**config.mk**
```make
export PLATFORM = sky130hd
export DESIGN_NAME = wait_state_ctrl
export DESIGN_NICKNAME = d
export VERILOG_FILES = /design/src/rtl/wsc_pkg.sv /design/src/rtl/wsc_datapath.sv /design/src/rtl/wsc_control.sv /design/src/rtl/wait_state_ctrl.sv
export SDC_FILE = /design/constraint.sdc
export NUM_CORES = 1
export LEC_CHECK = 0
export CORE_UTILIZATION = 44
export CTS_BUF_LIST = sky130_fd_sc_hd__clkbuf_2
export CTS_CLUSTER_SIZE = 16
export DETAILED_ROUTE_END_ITERATION = 8
export PLACE_DENSITY = 0.78
export SLEW_MARGIN = 20
export SYNTH_ARGS = -nofsm -noshare
export SYNTH_HDL_FRONTEND = slang
export SYNTH_HIERARCHICAL = 1
export SYNTH_SLANG_ARGS = --single-unit
```
**constraint.sdc**
```tcl
create_clock -name clk -period 1.7 [get_ports clk]
set_input_delay 0.51 -clock clk [delete_from_list [all_inputs] [get_ports clk]]
set_output_delay 0.51 -clock clk [all_outputs]
set_load 0.05 [all_outputs]
```
**src/rtl/wsc_pkg.sv**
```systemverilog
package wsc_pkg;
  typedef enum logic [1:0] {ST_IDLE, ST_ACTIVE, ST_HOLD} accState_e;

  typedef struct packed {
    logic capture;
    logic setSeen;
    logic incWin;
    logic loadHold;
    logic decHold;
  } ctlStrobes_t;
endpackage

```
**src/rtl/wsc_datapath.sv**
```systemverilog
module wsc_datapath
  import wsc_pkg::*;
#(
  parameter int WAIT_WINDOW = 3,
  parameter int SYNC_STAGES = 2
) (
  input  logic        clk,
  input  logic        rstN,
  input  logic        regWe,
  input  logic [15:0] regWdata,
  output logic [15:0] regRdata,
  input  logic [2:0]  accArea,
  input  logic        accWrite,
  input  logic        accSdram,
  input  logic [3:0]  areaWaitOn,
  input  logic        extWait,
  input  ctlStrobes_t strobes,
  output logic        honourQ,
  output logic        writeQ,
  output logic        waitSync,
  output logic        seenQ,
  output logic        holdZero,
  output logic        winLast
);
  localparam int          NUM_AREAS = 5;
  localparam int          MASK_LSB  = 8;
  localparam logic [15:0] WR_MASK   = 16'hDF0F;
  localparam logic [15:0] RST_VAL   = 16'h000B;
  localparam int          WIN_W     = $clog2(WAIT_WINDOW + 1);

  logic [15:0]            cfgReg;
  logic [SYNC_STAGES-1:0] syncChain;
  logic [2:0]             delayQ;
  logic [1:0]             holdCnt;
  logic [WIN_W-1:0]       winCnt;
  logic                   maskBit, fieldOn, areaValid;

  function automatic logic [2:0] holdLen(input logic [1:0] code);
    case (code)
      2'b00:   return 3'd1;
      2'b01:   return 3'd2;
      default: return 3'd4;  // 10, and reserved 11 clamps to 4
    endcase
  endfunction

  // configuration register
  always_ff @(posedge clk or negedge rstN)
    if (!rstN)      cfgReg <= RST_VAL;
    else if (regWe) cfgReg <= regWdata & WR_MASK;
  assign regRdata = cfgReg;

  // wait synchroniser
  generate
    if (SYNC_STAGES == 1) begin : g_sync1
      always_ff @(posedge clk or negedge rstN)
        if (!rstN) syncChain <= '0;
        else       syncChain <= extWait;
    end else begin : g_syncN
      always_ff @(posedge clk or negedge rstN)
        if (!rstN) syncChain <= '0;
        else       syncChain <= {syncChain[SYNC_STAGES-2:0], extWait};
    end
  endgenerate
  assign waitSync = syncChain[SYNC_STAGES-1];

  // per-area wait qualification
  always_comb begin
    maskBit   = 1'b1;
    fieldOn   = 1'b0;
    areaValid = 1'b0;
    for (int a = 0; a < NUM_AREAS; a++) begin
      if (accArea == 3'(a)) begin
        areaValid = 1'b1;
        maskBit   = cfgReg[MASK_LSB + a];
        fieldOn   = (a == NUM_AREAS - 1) ? (cfgReg[1:0] != 2'b00) : areaWaitOn[a];
      end
    end
  end

  always_ff @(posedge clk or negedge rstN) begin
    if (!rstN) begin
      honourQ <= 1'b0;
      writeQ  <= 1'b0;
      delayQ  <= 3'd1;
      seenQ   <= 1'b0;
      winCnt  <= '0;
      holdCnt <= '0;
    end else begin
      if (strobes.capture) begin
        honourQ <= areaValid && fieldOn && !maskBit && !accSdram;
        writeQ  <= accWrite;
        delayQ  <= (accArea == 3'd4) ? holdLen(cfgReg[15:14]) : 3'd1;
        seenQ   <= 1'b0;
        winCnt  <= '0;
      end
      if (strobes.setSeen)  seenQ   <= 1'b1;
      if (strobes.incWin)   winCnt  <= winCnt + 1'b1;
      if (strobes.loadHold) holdCnt <= 2'(delayQ - 3'd1);
      else if (strobes.decHold) holdCnt <= holdCnt - 2'd1;
    end
  end

  assign holdZero = (holdCnt == 2'd0);
  assign winLast  = (winCnt == WIN_W'(WAIT_WINDOW - 1));

  assert_ro_bits_R2: assert property (@(posedge clk) disable iff (!rstN)
    regWe |=> (cfgReg[13] == 1'b0 && cfgReg[7:4] == 4'd0));
  assert_mask_ignores_R5: assert property (@(posedge clk) disable iff (!rstN)
    (strobes.capture && areaValid && maskBit) |=> !honourQ);
  assert_sdram_ignores_R7: assert property (@(posedge clk) disable iff (!rstN)
    (strobes.capture && accSdram) |=> !honourQ);
endmodule

```
**src/rtl/wsc_control.sv**
```systemverilog
module wsc_control
  import wsc_pkg::*;
(
  input  logic        clk,
  input  logic        rstN,
  input  logic        accStart,
  input  logic        honourQ,
  input  logic        writeQ,
  input  logic        waitSync,
  input  logic        seenQ,
  input  logic        holdZero,
  input  logic        winLast,
  output ctlStrobes_t strobes,
  output logic        rdStrobe,
  output logic        wrStrobe,
  output logic        accessDone
);
  accState_e state, stateNext;
  logic      finish;

  always_comb begin
    stateNext = state;
    strobes   = '0;
    finish    = 1'b0;
    case (state)
      ST_IDLE:
        if (accStart) begin
          strobes.capture = 1'b1;
          stateNext       = ST_ACTIVE;
        end
      ST_ACTIVE:
        if (!honourQ) begin
          finish = 1'b1;
        end else if (seenQ && !waitSync) begin
          strobes.loadHold = 1'b1;
          stateNext        = ST_HOLD;
        end else if (waitSync) begin
          strobes.setSeen = 1'b1;
        end else if (!seenQ && winLast) begin
          finish = 1'b1;
        end else begin
          strobes.incWin = 1'b1;
        end
      ST_HOLD:
        if (holdZero) finish = 1'b1;
        else          strobes.decHold = 1'b1;
      default: stateNext = ST_IDLE;
    endcase
    if (finish) stateNext = ST_IDLE;
  end

  always_ff @(posedge clk or negedge rstN)
    if (!rstN) begin
      state      <= ST_IDLE;
      accessDone <= 1'b0;
    end else begin
      state      <= stateNext;
      accessDone <= finish;
    end

  assign rdStrobe = (state != ST_IDLE) && !writeQ;
  assign wrStrobe = (state != ST_IDLE) && writeQ;

  assert_done_on_fall_R9: assert property (@(posedge clk) disable iff (!rstN)
    accessDone |-> (state == ST_IDLE && $past(state) != ST_IDLE));
  assert_done_single_R9: assert property (@(posedge clk) disable iff (!rstN)
    accessDone |=> !accessDone);
  assert_unhonoured_short_R5: assert property (@(posedge clk) disable iff (!rstN)
    (state == ST_ACTIVE && !honourQ) |=> accessDone);
endmodule

```
**src/rtl/wait_state_ctrl.sv**
```systemverilog
module wait_state_ctrl
  import wsc_pkg::*;
#(
  parameter int WAIT_WINDOW = 3,
  parameter int SYNC_STAGES = 2
) (
  input  logic        clk,
  input  logic        rstN,
  input  logic        regWe,
  input  logic [15:0] regWdata,
  output logic [15:0] regRdata,
  input  logic        accStart,
  input  logic [2:0]  accArea,
  input  logic        accWrite,
  input  logic        accSdram,
  input  logic [3:0]  areaWaitOn,
  input  logic        extWait,
  output logic        rdStrobe,
  output logic        wrStrobe,
  output logic        accessDone
);
  ctlStrobes_t strobes;
  logic honourQ, writeQ, waitSync, seenQ, holdZero, winLast;

  wsc_datapath #(.WAIT_WINDOW(WAIT_WINDOW), .SYNC_STAGES(SYNC_STAGES)) u_dp (
    .clk(clk), .rstN(rstN), .regWe(regWe), .regWdata(regWdata), .regRdata(regRdata),
    .accArea(accArea), .accWrite(accWrite), .accSdram(accSdram), .areaWaitOn(areaWaitOn),
    .extWait(extWait), .strobes(strobes), .honourQ(honourQ), .writeQ(writeQ),
    .waitSync(waitSync), .seenQ(seenQ), .holdZero(holdZero), .winLast(winLast));

  wsc_control u_ctl (
    .clk(clk), .rstN(rstN), .accStart(accStart), .honourQ(honourQ), .writeQ(writeQ),
    .waitSync(waitSync), .seenQ(seenQ), .holdZero(holdZero), .winLast(winLast),
    .strobes(strobes), .rdStrobe(rdStrobe), .wrStrobe(wrStrobe), .accessDone(accessDone));
endmodule

```
==> results.tsv <==
metric	value	unit
status	complete, but fails checks	
violations	negative setup slack	
rows	18	
antenna_found_initial	0	
ir_drop	0.924	mV
rsz0062_at_grt	yes	
cp_top_family	flip-flops	
diodes	0	
die_h	55.2	um
start_util	48.4	%
finalWirelength	2490	um
final_cell_mix	24 x clkdlybuf4s50_1, 21 x dfrtp_1, 14 x buf_12, 13 x buf_4, 12 x mux2_2	
layout.nets	192	
comb_power_share	51.3	%
fin_crit_sh	104	%
grt_start_max_net_pins	26	
maxCapViolCount	0	
cts_tree	yes	
r2r_start	u_ctl/state[0]	
min_period	1.78	ns
grt_pass1_wl	4000	um
netlist_area	1240	sq um
synthSimpleGateAreaFrac	14.3	%
muxShareOfSynthArea	12.7	%
synthDistinctLibCells	37	
grt_busiest_layer	met2	
max_freq	0.563	GHz
fin_util	75.1	%
synthFlopType	dfrtp_1	
track_usage	19.2	%
vias	960	
p_sw_share	37.8	%
synth_top_family_by_area	simple AND/OR/NAND/NOR gates	
internal-power	1.36	mW
fin_ws	-0.0764	ns
die_w	55.2	um
crit_start	u_ctl/state[0]	
arrival	1.27	ns
met2_usage	36.7	%
drtAntennaViolNets	0	
power_leakage	0.855	nW
setup_violations	2	
hold_buffers	0	
hold_class	flip-flop to flip-flop	
wire_per_inst	13.3	um
synth-seq-cells	25	
io_pins	49	
post-synth-top-area-fraction	42.3	%
synth_edf_count	0	
path_cells	inv_2 > ha_4 > nor2b_4 > buf_12	
synth-compound-area-share	10.1	%
area_growth	55.0	%
mostFrequentLayoutCell	clkdlybuf4s50_1	
power_density	1140	nW/um^2
hold_violations	0	
drc	0	
switching_power	0.829	mW
dpl.hpwl	1980	um
clock_path_buffers	2	
grt_pass1_vias	1020	
post_route_cells_drive_above_1_share	38.2	%
cp_num_buf_inv	2	
slew_viol_final	0	
startpoint_type	flip-flop	
synthXorXnorAreaFrac	1.41	%
cpMaxStageDelayCell	dfrtp_1	
cts_made_buffers	3	
end_kind	output port	
place_congestion	0.772	
cts_max_level	1	
dr.pass1.iters	3	
overflow	0	
finalClockSkew	0.00672	ns
seqPwrFrac	38.1	%
dieArea	3040	sq um
min-delay-start	u_dp/syncChain[0]	
clock_sinks	25	
path_clk_slew	0.22	ns
drt_iter0_drc	1	
clkPwrFrac	10.7	%
yosysSeqAreaShare	50.7	%
synth_warnings	6	
finalPower	2.19	mW
core-area	2570	sq um
crit_path_max_incr_delay	0.42	ns
clk_latency	0.33	ns
worstPathMaxFanout	3	
cts_root_buf	clkbuf_2	
syn_inst	105	
ys_top_cells_by_area	dfrtp_1 42%, mux2_2 11%, dfstp_2 8.5%, ha_1 4.0%, buf_4 3.0%	
crit_type	flip-flop to output port	
post-synth-top-area-cell	dfrtp_1	
avgSynthCellArea	11.8	sq um
use_met1	20.0	%
numPortBuffers	38	
vias_per_cell	5.13	
async_flop_share	100	%
synth_fa_ha_area_share	4.02	%
grt_use_met3	5.19	%
cp.required	1.19	ns
-- power groups by stage --
stage	Clock, mW	Combinational, mW	Sequential, mW
3_3_place_gp	0	0.992	0.829
3_5_place_dp	0	1.02	0.841
6_report	0.234	1.12	0.834
2_1_floorplan	0	0.460	0.934
5_1_grt	0.265	1.20	0.849
4_1_cts	0.243	1.11	0.835
-- through the flow --
step           cell area, sq um  TNS (ns)  instances  hold slack (ns)  worst slack [ns]
4_1_cts                    1910    -0.163        186            0.393           -0.0980
2_1_floorplan              1260         0        109            0.214            0.0765
6_report                   1930    -0.124        187            0.398           -0.0764
3_3_place_gp               1830   -0.0666        178            0.333           -0.0666
5_1_grt                    1930    -0.279        187            0.405            -0.158
3_5_place_dp               1830   -0.0893        178            0.346           -0.0846
-- area by class of cell --
type / count / area [sq um]
Fill cell: 172 / 639
Sequential cell: 25 / 631
Timing Repair Buffer: 51 / 618
Multi-Input combinational cell: 68 / 588
Tap cell: 30 / 37.5
Inverter: 9 / 33.8
Clock buffer: 4 / 20.0
-- cell families after synthesis --
| logic type | after synthesis |
|---|---|
| and+or+nand+nor | 28 |
| DFF | 25 |
| AOI/OAI and AO/OA | 16 |
| buffers and inverters | 16 |
| muxes | 13 |
| adders and majority gates | 4 |
| xor gates and xnor gates | 2 |
| other | 1 |
-- worst reg2reg max path, cell delays in order (launching register included) --
cell and delay (ns):
dfrtp_1 0.44, inv_2 0.10, ha_4 0.18, buf_4 0.13, and2_2 0.19, inv_2 0.04, or3_1 0.31, o221ai_2 0.12
-- path summary, 6_finish.rpt --
| check | slack (ns) | end | cells after the start |
|---|---|---|---|
| worst max-delay path | -0.08 | wrStrobe | 4 |
| worst min-delay path | 0.40 | u_dp/syncChain[1] | 0 |
| worst max register to register | 0.12 | u_dp/honourQ | 7 |
| worst min register to register | 0.40 | u_dp/syncChain[1] | 0 |
| max in group asynchronous | 0.92 | u_dp/regRdata[0] | 2 |
| min in group asynchronous | 0.49 | u_ctl/state[0] | 2 |
-- registers in the layout, summed over array words and instances (netlist names) --
signal / cells
u_dp/regRdata: 11
u_ctl/state: 2
u_dp/delayQ: 2
u_dp/holdCnt: 2
u_dp/syncChain: 2
u_dp/winCnt: 2
u_ctl/accessDone: 1
u_dp/honourQ: 1
u_dp/seenQ: 1
u_dp/writeQ: 1
-- metal layers --
layer  part of all wire, %  vias to the layer above
met5                     0                        -
met4                     0                        0
met3                   7.5                        0
met2                    55                       35
met1                    38                      469
li1                      -                      456
-- synth_stat cells, drive strengths merged, types with 2 or more instances --
master,n
dfstp,4
a21oi,2
nand2b,5
o21ai,5
nand2,3
xnor2,2
ha,4
buf,7
inv,9
mux2,12
nor2,4
nor3b,2
dfrtp,21
nor2b,4
nand3,2
-- repair_timing --
action                     4_1_cts  5_1_grt
pin swaps                        2        1
buffers inserted                 4        1
resized for setup                6        3
setup endpoints to repair        2        6
Note: power is estimated with default switching activity, not from simulation.
